[src/rtl/sfb_pkg.sv]
package sfb_pkg;
    localparam int unsigned BYTE_W  = 8;
    localparam int unsigned ADDR_W  = 8;
    localparam int unsigned BIT_W   = $clog2(BYTE_W);

    localparam logic [BYTE_W-1:0] CMD_MASK  = 8'hDF;
    localparam logic [BYTE_W-1:0] CMD_MATCH = 8'h40;
    localparam int unsigned       CMD_WR_BIT = 5;

    typedef enum logic [1:0] {
        PH_CMD  = 2'd0,
        PH_ADDR = 2'd1,
        PH_DATA = 2'd2
    } phase_e;

    typedef struct packed {
        logic [BIT_W-1:0]  bit_cnt;
        phase_e            phase;
        logic              ignore;
        logic              is_wr;
        logic [BYTE_W-1:0] rx_sh;
        logic [BYTE_W-1:0] tx_sh;
        logic [ADDR_W-1:0] addr;
        logic              fetch_pend;
        logic              miso;
        logic              oe;
        logic              we;
        logic              re;
        logic [ADDR_W-1:0] mem_addr;
        logic [BYTE_W-1:0] wdata;
        logic              viol;
        logic              sclk_prev;
    } sfb_state_t;
endpackage

[src/rtl/sfb_sync.sv]
module sfb_sync #(
    parameter int unsigned WIDTH   = 3,
    parameter int unsigned STAGES  = 2,
    parameter logic [WIDTH-1:0] RST_VAL = '0
) (
    input  logic             clk,
    input  logic             rst_n,
    input  logic [WIDTH-1:0] din,
    output logic [WIDTH-1:0] dout
);
    logic [WIDTH-1:0] stage_q [STAGES];

    for (genvar g = 0; g < STAGES; g++) begin : g_stage
        logic [WIDTH-1:0] stage_d;
        if (g == 0) begin : g_first
            assign stage_d = din;
        end else begin : g_next
            assign stage_d = stage_q[g-1];
        end
        always_ff @(posedge clk or negedge rst_n) begin
            if (!rst_n) stage_q[g] <= RST_VAL;
            else        stage_q[g] <= stage_d;
        end
    end

    assign dout = stage_q[STAGES-1];
endmodule

[src/rtl/sfb_window.sv]
module sfb_window
    import sfb_pkg::*;
#(
    parameter logic [ADDR_W-1:0] FB_LAST   = 8'h7F,
    parameter logic [ADDR_W-1:0] SEC_FIRST = 8'h82,
    parameter logic [ADDR_W-1:0] SEC_LAST  = 8'h94
) (
    input  logic [ADDR_W-1:0] addr,
    input  logic              prot_en,
    input  logic              rx_busy,
    output logic              legal,
    output logic              blocked
);
    logic fb_hit;
    logic sec_hit;

    always_comb begin
        fb_hit  = (addr <= FB_LAST);
        sec_hit = (addr >= SEC_FIRST) && (addr <= SEC_LAST);
        legal   = fb_hit || sec_hit;
        blocked = fb_hit && prot_en && rx_busy;
    end
endmodule

[src/rtl/sfb_spi_sram.sv]
module sfb_spi_sram
    import sfb_pkg::*;
#(
    parameter int unsigned       SYNC_STAGES = 2,
    parameter logic [ADDR_W-1:0] FB_LAST     = 8'h7F,
    parameter logic [ADDR_W-1:0] SEC_FIRST   = 8'h82,
    parameter logic [ADDR_W-1:0] SEC_LAST    = 8'h94
) (
    input  logic              clk,
    input  logic              rst_n,
    input  logic              spi_sclk,
    input  logic              spi_mosi,
    input  logic              spi_sel_n,
    output logic              spi_miso,
    output logic              spi_miso_oe,
    input  logic              prot_en,
    input  logic              rx_busy,
    output logic [ADDR_W-1:0] mem_addr,
    output logic              mem_we,
    output logic [BYTE_W-1:0] mem_wdata,
    output logic              mem_re,
    input  logic [BYTE_W-1:0] mem_rdata,
    output logic              viol_irq
);
    localparam logic [BIT_W-1:0] LAST_BIT = BIT_W'(BYTE_W - 1);

    logic [2:0] pins_s;
    logic       sclk_s;
    logic       mosi_s;
    logic       sel_n_s;

    sfb_sync #(
        .WIDTH   (3),
        .STAGES  (SYNC_STAGES),
        .RST_VAL (3'b100)
    ) u_sync (
        .clk   (clk),
        .rst_n (rst_n),
        .din   ({spi_sel_n, spi_mosi, spi_sclk}),
        .dout  (pins_s)
    );

    assign sclk_s  = pins_s[0];
    assign mosi_s  = pins_s[1];
    assign sel_n_s = pins_s[2];

    sfb_state_t q, d;

    logic              rise;
    logic              fall;
    logic              byte_done;
    logic [BYTE_W-1:0] byte_rcv;
    logic [ADDR_W-1:0] win_addr;
    logic              win_legal;
    logic              win_blocked;

    sfb_window #(
        .FB_LAST   (FB_LAST),
        .SEC_FIRST (SEC_FIRST),
        .SEC_LAST  (SEC_LAST)
    ) u_window (
        .addr    (win_addr),
        .prot_en (prot_en),
        .rx_busy (rx_busy),
        .legal   (win_legal),
        .blocked (win_blocked)
    );

    // Edge detection and the address the window decoder must judge this cycle.
    always_comb begin
        rise      = sclk_s && !q.sclk_prev;
        fall      = !sclk_s && q.sclk_prev;
        byte_rcv  = {q.rx_sh[BYTE_W-2:0], mosi_s};
        byte_done = rise && (q.bit_cnt == LAST_BIT) && !sel_n_s && !q.ignore;
        case (q.phase)
            PH_ADDR: win_addr = byte_rcv;
            PH_DATA: win_addr = q.is_wr ? q.addr : q.addr + 1'b1;
            default: win_addr = byte_rcv;
        endcase
    end

    always_comb begin
        d            = q;
        d.we         = 1'b0;
        d.re         = 1'b0;
        d.viol       = 1'b0;
        d.fetch_pend = q.re;
        d.sclk_prev  = sclk_s;

        if (sel_n_s) begin
            d.bit_cnt    = '0;
            d.phase      = PH_CMD;
            d.ignore     = 1'b0;
            d.is_wr      = 1'b0;
            d.rx_sh      = '0;
            d.tx_sh      = '0;
            d.miso       = 1'b0;
            d.oe         = 1'b0;
            d.fetch_pend = 1'b0;
        end else begin
            d.oe = 1'b1;
            if (rise) begin
                d.rx_sh   = byte_rcv;
                d.bit_cnt = q.bit_cnt + 1'b1;
            end
            if (fall) begin
                d.miso  = q.tx_sh[BYTE_W-1];
                d.tx_sh = {q.tx_sh[BYTE_W-2:0], 1'b0};
            end
            if (q.fetch_pend) begin
                d.tx_sh = mem_rdata;
            end
            if (byte_done) begin
                case (q.phase)
                    PH_CMD: begin
                        if ((byte_rcv & CMD_MASK) == CMD_MATCH) begin
                            d.is_wr = byte_rcv[CMD_WR_BIT];
                            d.phase = PH_ADDR;
                        end else begin
                            d.ignore = 1'b1;
                        end
                    end
                    PH_ADDR: begin
                        d.addr  = byte_rcv;
                        d.phase = PH_DATA;
                        if (!q.is_wr) begin
                            if (win_legal) begin
                                d.re       = 1'b1;
                                d.mem_addr = byte_rcv;
                            end else begin
                                d.tx_sh = '0;
                            end
                        end
                    end
                    default: begin
                        d.addr = q.addr + 1'b1;
                        if (q.is_wr) begin
                            if (win_blocked) begin
                                d.viol = 1'b1;
                            end else if (win_legal) begin
                                d.we       = 1'b1;
                                d.mem_addr = q.addr;
                                d.wdata    = byte_rcv;
                            end
                        end else if (win_legal) begin
                            d.re       = 1'b1;
                            d.mem_addr = q.addr + 1'b1;
                        end else begin
                            d.tx_sh = '0;
                        end
                    end
                endcase
            end
        end
    end

    always_ff @(posedge clk or negedge rst_n) begin
        if (!rst_n) begin
            q           <= '0;
            q.phase     <= PH_CMD;
        end else begin
            q <= d;
        end
    end

    assign spi_miso    = q.miso;
    assign spi_miso_oe = q.oe;
    assign mem_addr    = q.mem_addr;
    assign mem_we      = q.we;
    assign mem_wdata   = q.wdata;
    assign mem_re      = q.re;
    assign viol_irq    = q.viol;

    // output released one cycle after the synchronized select goes high
    a_r1_release_idle: assert property (@(posedge clk) disable iff (!rst_n)
        sel_n_s |=> (!spi_miso_oe && !spi_miso));

    // a violation is a single-cycle pulse
    a_r6_viol_single: assert property (@(posedge clk) disable iff (!rst_n)
        viol_irq |=> !viol_irq);

    // no frame-buffer write lands while the buffer was guarded
    a_r6_guard_holds: assert property (@(posedge clk) disable iff (!rst_n)
        (mem_we && $past(prot_en && rx_busy)) |-> (mem_addr > FB_LAST));

    // a write strobe always carries an address inside a legal window
    a_r9_write_legal: assert property (@(posedge clk) disable iff (!rst_n)
        mem_we |-> ((mem_addr <= FB_LAST) ||
                    ((mem_addr >= SEC_FIRST) && (mem_addr <= SEC_LAST))));

    // read and write strobes are exclusive
    a_r9_strobe_excl: assert property (@(posedge clk) disable iff (!rst_n)
        $onehot0({mem_we, mem_re}));

    // a violation never follows a read strobe
    a_r7_read_no_viol: assert property (@(posedge clk) disable iff (!rst_n)
        mem_re |-> !viol_irq);
endmodule

[config.mk]
export PLATFORM = sky130hd
export DESIGN_NAME = sfb_spi_sram
export DESIGN_NICKNAME = d
export VERILOG_FILES = /design/src/rtl/sfb_pkg.sv /design/src/rtl/sfb_sync.sv /design/src/rtl/sfb_window.sv /design/src/rtl/sfb_spi_sram.sv
export SDC_FILE = /design/constraint.sdc
export NUM_CORES = 1
export LEC_CHECK = 0
export ABC_CLOCK_PERIOD_IN_PS = 3000
export BUFFER_PORTS_ARGS = -buffer_cell sky130_fd_sc_hd__buf_4
export CORE_ASPECT_RATIO = 0.75
export CORE_MARGIN = 3
export CORE_UTILIZATION = 50
export DETAILED_ROUTE_END_ITERATION = 8
export GPL_TIMING_DRIVEN = 1
export HOLD_SLACK_MARGIN = 0.06
export PLACE_DENSITY_LB_ADDON = 0.08
export SLEW_MARGIN = 20
export SYNTH_ARGS = -nofsm -noshare
export SYNTH_HDL_FRONTEND = slang
export SYNTH_SLANG_ARGS = --single-unit
[constraint.sdc]
create_clock -name clk -period 3 [get_ports clk]
set_input_delay 0 -clock clk [delete_from_list [all_inputs] [get_ports clk]]
set_output_delay 0 -clock clk [all_outputs]
set_load 0.02 [all_outputs]
# [Yosys cells after proc, flatten, opt, wreduce, memory -nomap -nowiden]
# Index checks and enable logic that the tools add are counted.
[op_classes] addsub=2 n_lt_le_gt_ge=3 n_eq_ne=9 n_mux=37 bitwise=4 n_reduce_logical=29
[ops] operator="$mux 8" n=8
[ops] operator="$mux 16" n=3
[ops] operator="$mux 9" n=5
[ops] operator="$mux 19" n=2
[ops] operator="$pmux 16 s2" n=1
[ops] operator="$mux 23" n=1
[ops] operator="$pmux 9 s2" n=1
[ops] operator="$reduce_bool 2->1" n=7
[ops] operator="$reduce_and 3->1" n=4
[ops] operator="$mux 1" n=10
[ops] operator="$add 8x1->8 const B" n=1
[ops] operator="$ge 8x8->1 const B" n=1
[ops] operator="$le 8x7->1 const B" n=1
[ops] operator="$le 8x8->1 const B" n=1
[ops] operator="$logic_and 1x1->1" n=8
[ops] operator="$reduce_and 8->1" n=1
[ops] operator="$eq 7x6->1 const B" n=1
[ops] operator="$mux 2" n=3
[ops] operator="$reduce_and 6->1" n=1
[ops] operator="$logic_not 1->1" n=4
[ops] operator="$mux 4" n=1
[ops] operator="$ne 2x1->1 const B" n=2
[ops] operator="$ne 2x2->1 const B" n=2
[ops] operator="$not 1->1" n=4
[ops] operator="other kinds (11)" n=11
[word_totals] reg_bits=59 inputBits=15 out_inout_bits=21 elab_cells=102

# [Logic depth before layout (Yosys ltp)]
[depth] depth_word=12 ltp_mapped=9 depth_no_buf=8

# [Cells and area by module]
# From an unflattened synthesis, not the netlist that was laid out.
[unflattened] hier_cells=333 area_unflattened_um2=3174.3
[modules_own_cells] mod="sfb_spi_sram" n_inst=1 cells_each=321 area_each_um2=2981.6 seq_area_each_um2=1326.3
[modules_own_cells] mod="sfb_sync" n_inst=1 cells_each=6 area_each_um2=152.6 seq_area_each_um2=152.6
[modules_own_cells] mod="sfb_window" n_inst=1 cells_each=6 area_each_um2=40.0 seq_area_each_um2=0.0

# [Least setup slack after synthesis]
# OpenSTA, ideal clock, no wires.
[synth_path] path_type="flip-flop to flip-flop" from="register q[24] in the netlist's numbering" to="register q (netlist bit mem_wdata[0])" setup_ns=0.125 t_arrival_ns=2.289 required_ns=2.875 setup_slack_ns=0.586 path_stages_with_launch=9 n_path_buf=0 synth_period_minus_slack_ns=2.414 path_cell_list="dfrtp_1 ha_1 nand2b_1 a21o_1 maj3_2 nand2_2 o211ai_4 a21oi_4 mux2_4"
[synth_between] elab_chain_cells=8 word_cells_on_any_way=12 classes_between="add/sub (1); order compare (3); mux (2); bitwise (1); reduce/logical (5)"
[synth_lines] element="start: declaration" line_no="sfb_spi_sram.sv:47" rtl="sfb_state_t q, d;"
[synth_lines] element="$add 8x1->8" line_no="sfb_spi_sram.sv:77" rtl="PH_DATA: win_addr = q.is_wr ? q.addr : q.addr + 1'b1;"
[synth_lines] element="$mux 8 *" line_no="sfb_spi_sram.sv:77"
[synth_lines] element="$mux 8 *" line_no="sfb_spi_sram.sv:75" rtl="case (q.phase)"
[synth_lines] element="$le 8x7->1" line_no="sfb_window.sv:18" rtl="fb_hit = (addr <= FB_LAST);"
[synth_lines] element="$logic_and 1x1->1 (2 in a row)" line_no="sfb_window.sv:21" rtl="blocked = fb_hit && prot_en && rx_busy;"
[synth_lines] element="$not 1->1 (no source line)"
[synth_lines] element="$reduce_and 6->1 (no source line) *"
# Every way passes the cells marked *; elsewhere a longest branch is shown, timed or not.
# A chain may end at the register's enable or synchronous reset.

# [Final worst setup path]
[layout_path] from="register q[24] in the netlist's numbering" to="register q (netlist bit mem_wdata[4])"
# Same word-level chain as after synthesis.

==> reports/metrics.yaml <==
hold_viol: 0
cts-root-buf: "clkbuf_8"
endpoint_kind: "register"
antenna_found_initial: 0
netlist.area_leader.share_pct: 42.0
ys_types: 56
cts_buffer_depth: 2
clock_sinks: 59
critPathRequiredTime_ns: 3.21
syn_avg_cell_area_um2: 9.53
finClkSkew_ns: 0.00878
fp.dieW_um: 101
yosys.area.top_type: "dfrtp_1"
tightest_slew_ns: 0.737
syn_nets: 374
path_clk_slew_ns: 0.06
cts_tree: "yes"
slew_viol_final: 0
r2r-start: "q[24]$_DFFE_PN0P_"
route.detailed.drc: 0
first_iter_violations: 169
synth_mux_area_share_pct: 9.14
crit_arrival_ns: 2.85
async_reset_ff_share_pct: 100
irDropWorstVdd_uv: 339
synth_compound_area_share_pct: 17.6
grt_pass1_vias: 2453
period_share_pct: 88.0
routed_wl_um: 7470
detail_route.vias_per_cell: 5.42
cp_max_fo: 9
synth_edf_count: 0
ys_seq_area_share_pct: 43.6
gp_congestion: 0.912
p_leak_nw: 1.72
dp_hpwl_um: 5100
synth_xor_area_share_pct: 1.55
drtPass1Iterations: 4
core_area_um2: 6440
final_cells: 469
max_freq_mhz: 379
crit_family: "compound AO/OA/AOI/OAI gates"
rrSetupSlack_ns: 0.36
p_total_mw: 1.53
maxCapViolations: 0
rows: 25
crit_type: "reg2reg"
holdCritPathClass: "in2reg"
cp-endpoint: "mem_wdata[4]$_DFFE_PN0P_"
r2r-end: "mem_wdata[4]$_DFFE_PN0P_"
nets: 401
critPathLaunchType: "register"
grt_usage_pct: 21.0
initial_utilization_pct: 52.7
yosys-top-cells-area: "dfrtp_1 (42%), a21oi_1 (5.6%), mux2_4 (5.3%)"
startpoint: "q[24]$_DFFE_PN0P_"
numCtsBuffers: 9
cts_resized: 0
ff2ff_path_depth: 8
place_area_um2: 3550
post-route-cell-area_um2: 3860
setup_viol: 0
power.density_nw_per_um2: 396
synthAdderAreaFrac_pct: 1.44
areaGrowthSynthToFinish_pct: 13.9
drive_gt1_share_pct: 22.9
fillers: 577
htree_levels: 3
worst-path-stages: 8
vias: 2541
dp.cells: 440
cpPeakStageDelay_ns: 0.47
path_buf_inv: 0
boundaryPins: 36
clock_latency_ns: 0.33
overflow: 0
wire_per_inst_um: 15.9
cp_cell_sequence: "ha_1 -> nand2b_1 -> a21o_1 -> maj3_2 -> nand2_2 -> o211ai_4 -> a21oi_4 -> mux2_4"
period_minus_slack_ns: 2.64
grt_max_degree: 60
maxSlewHeadroom_pct: 50.9
rsz0062_at_grt: "no"
status: "finished, final reports clean"
synth_ff_type: "dfrtp_1"
synth_warnings: 0
synth_top_family_by_area: "compound AO/OA/AOI/OAI gates"
syn-cell-area_um2: 3390
diodes: 0
yosys_register_bits: 59
die_y_um: 77.3
grt_pass1_wl_um: 12800
syn-instance-count: 356
die_area_um2: 7820
yosys.area_share.simple_pct: 17.1
antenna_left: 0
tns_ns: 0
crit_slowest_cell: "dfrtp_1"
portBuffers: 35
## kinds of logic after synthesis
| kind of cell | count (synthesis) |
|---|---|
| XOR/XNOR | 6 |
| adder cells (fa/ha/maj) | 4 |
| flip-flops | 59 |
| multiplexers | 25 |
| buffers and inverters | 53 |
| AO/OA/AOI/OAI | 96 |
| AND/OR/NAND/NOR | 113 |
## cells in the mapped netlist (all sizes together), types with 6 or more instances
| cell | number |
|---|---|
| mux2i | 13 |
| xnor2 | 6 |
| nand3 | 11 |
| buf | 26 |
| inv | 9 |
| nand2 | 37 |
| nor2 | 25 |
| o21ai | 26 |
| nor2b | 8 |
| dfrtp | 57 |
| and2 | 7 |
| clkbuf | 17 |
| mux2 | 12 |
| a21oi | 40 |
## state kept, by name (all words and copies together) (netlist names)
signal and count:
mem_addr 8, q 25, u_sync.g_stage.stage_d 3, mem_re 1, byte_rcv 7, viol_irq 1, spi_miso_oe 1, mem_we 1
spi_miso 1, mem_wdata 8, u_sync.dout 3
## layout by cell type (no fill, tap or decap), types with 2 or more instances in the layout
cell type      instances
dfrtp_1               57
buf_4                 46
a21oi_1               38
nand2_1               35
o21ai_0               26
nor2_1                25
mux2i_1               13
dlygate4sd3_1         13
mux2_4                12
nand3_1               11
clkbuf_8              11
inv_1                  9
nor2b_1                8
and2_1                 7
xnor2_1                6
nor3_1                 4
nand2b_1               4
o22ai_1                4
a211oi_1               4
o211ai_1               3
nor4_1                 3
a31oi_1                3
clkinv_2               3
ha_1                   3
and3_1                 2
and2b_1                2
o31ai_1                2
or4_1                  2
a221oi_1               2
a21oi_4                2
and3_2                 2
a22oi_1                2
clkinvlp_4             2
dfstp_2                2
## worst min-delay path by stage
stage / startpoint / end / cells after the start
finish: rx_busy / viol_irq$_DFF_PN0_ / 3
global route: rx_busy / viol_irq$_DFF_PN0_ / 3
global placement: spi_sel_n / u_sync.g_stage[1].stage_d[2]$_DFF_PN1_ / 1
CTS: rx_busy / viol_irq$_DFF_PN0_ / 3
detailed placement: spi_sel_n / u_sync.g_stage[1].stage_d[2]$_DFF_PN1_ / 1
floorplan: rst_n / byte_rcv[1]$_DFFE_PN0P_ / 0
## what timing repair did
item	4_1_cts	5_1_grt
hold buffers	13	0
endpoints found under the hold margin	69	0
buffers inserted	0	0
endpoints found under the setup margin	0	0
## routing by layer
metal / wire (um) / global-route usage (%)
met1: 4020 / 33.9
met2: 2940 / 27.2
met3: 414 / 5.39
met4: 87 / 6.11
met5: 0 / 0
## report_power, final
part	internal (mW)	leakage [nW]	switching, mW
logic	0.0345	0.847	0.0364
clock network	0.342	0.0884	0.303
registers	0.805	0.782	0.0104
## through the flow
| stage | util, % | hold slack [ns] | setup slack (ns) |
|---|---|---|---|
| final | 60.0 | 0.101 | 0.361 |
| after global routing | 60.0 | 0.0856 | 0.244 |
| after CTS | 60.0 | 0.0660 | 0.361 |
| after detailed placement | 55.2 | 0.109 | 0.385 |
| after global placement | 55.2 | 0.110 | 0.439 |
| after floorplan | - | -0.296 | 0.586 |
## area by class of cell
class | instances | area [um2] | share of cell area, %
well taps | 81 | 101 | 2.62
flip-flops and latches | 59 | 1480 | 38.3
clock buffers | 12 | 155 | 4.01
clock inverters | 4 | 25.0 | 0.647
repair buffers | 59 | 475 | 12.3
multi-input cells | 244 | 1590 | 41.1
inverters | 10 | 38.8 | 1.00
## worst register-to-register path, delay by kind of cell, from the launching register on
| family | cells | cell delay (ns) |
|---|---|---|
| flops | 1 | 0.47 |
| compound gates | 3 | 0.74 |
| simple gates | 2 | 0.28 |
| fa+ha+maj | 2 | 0.69 |
| mux | 1 | 0.34 |
(Power assumes the default switching activity.)
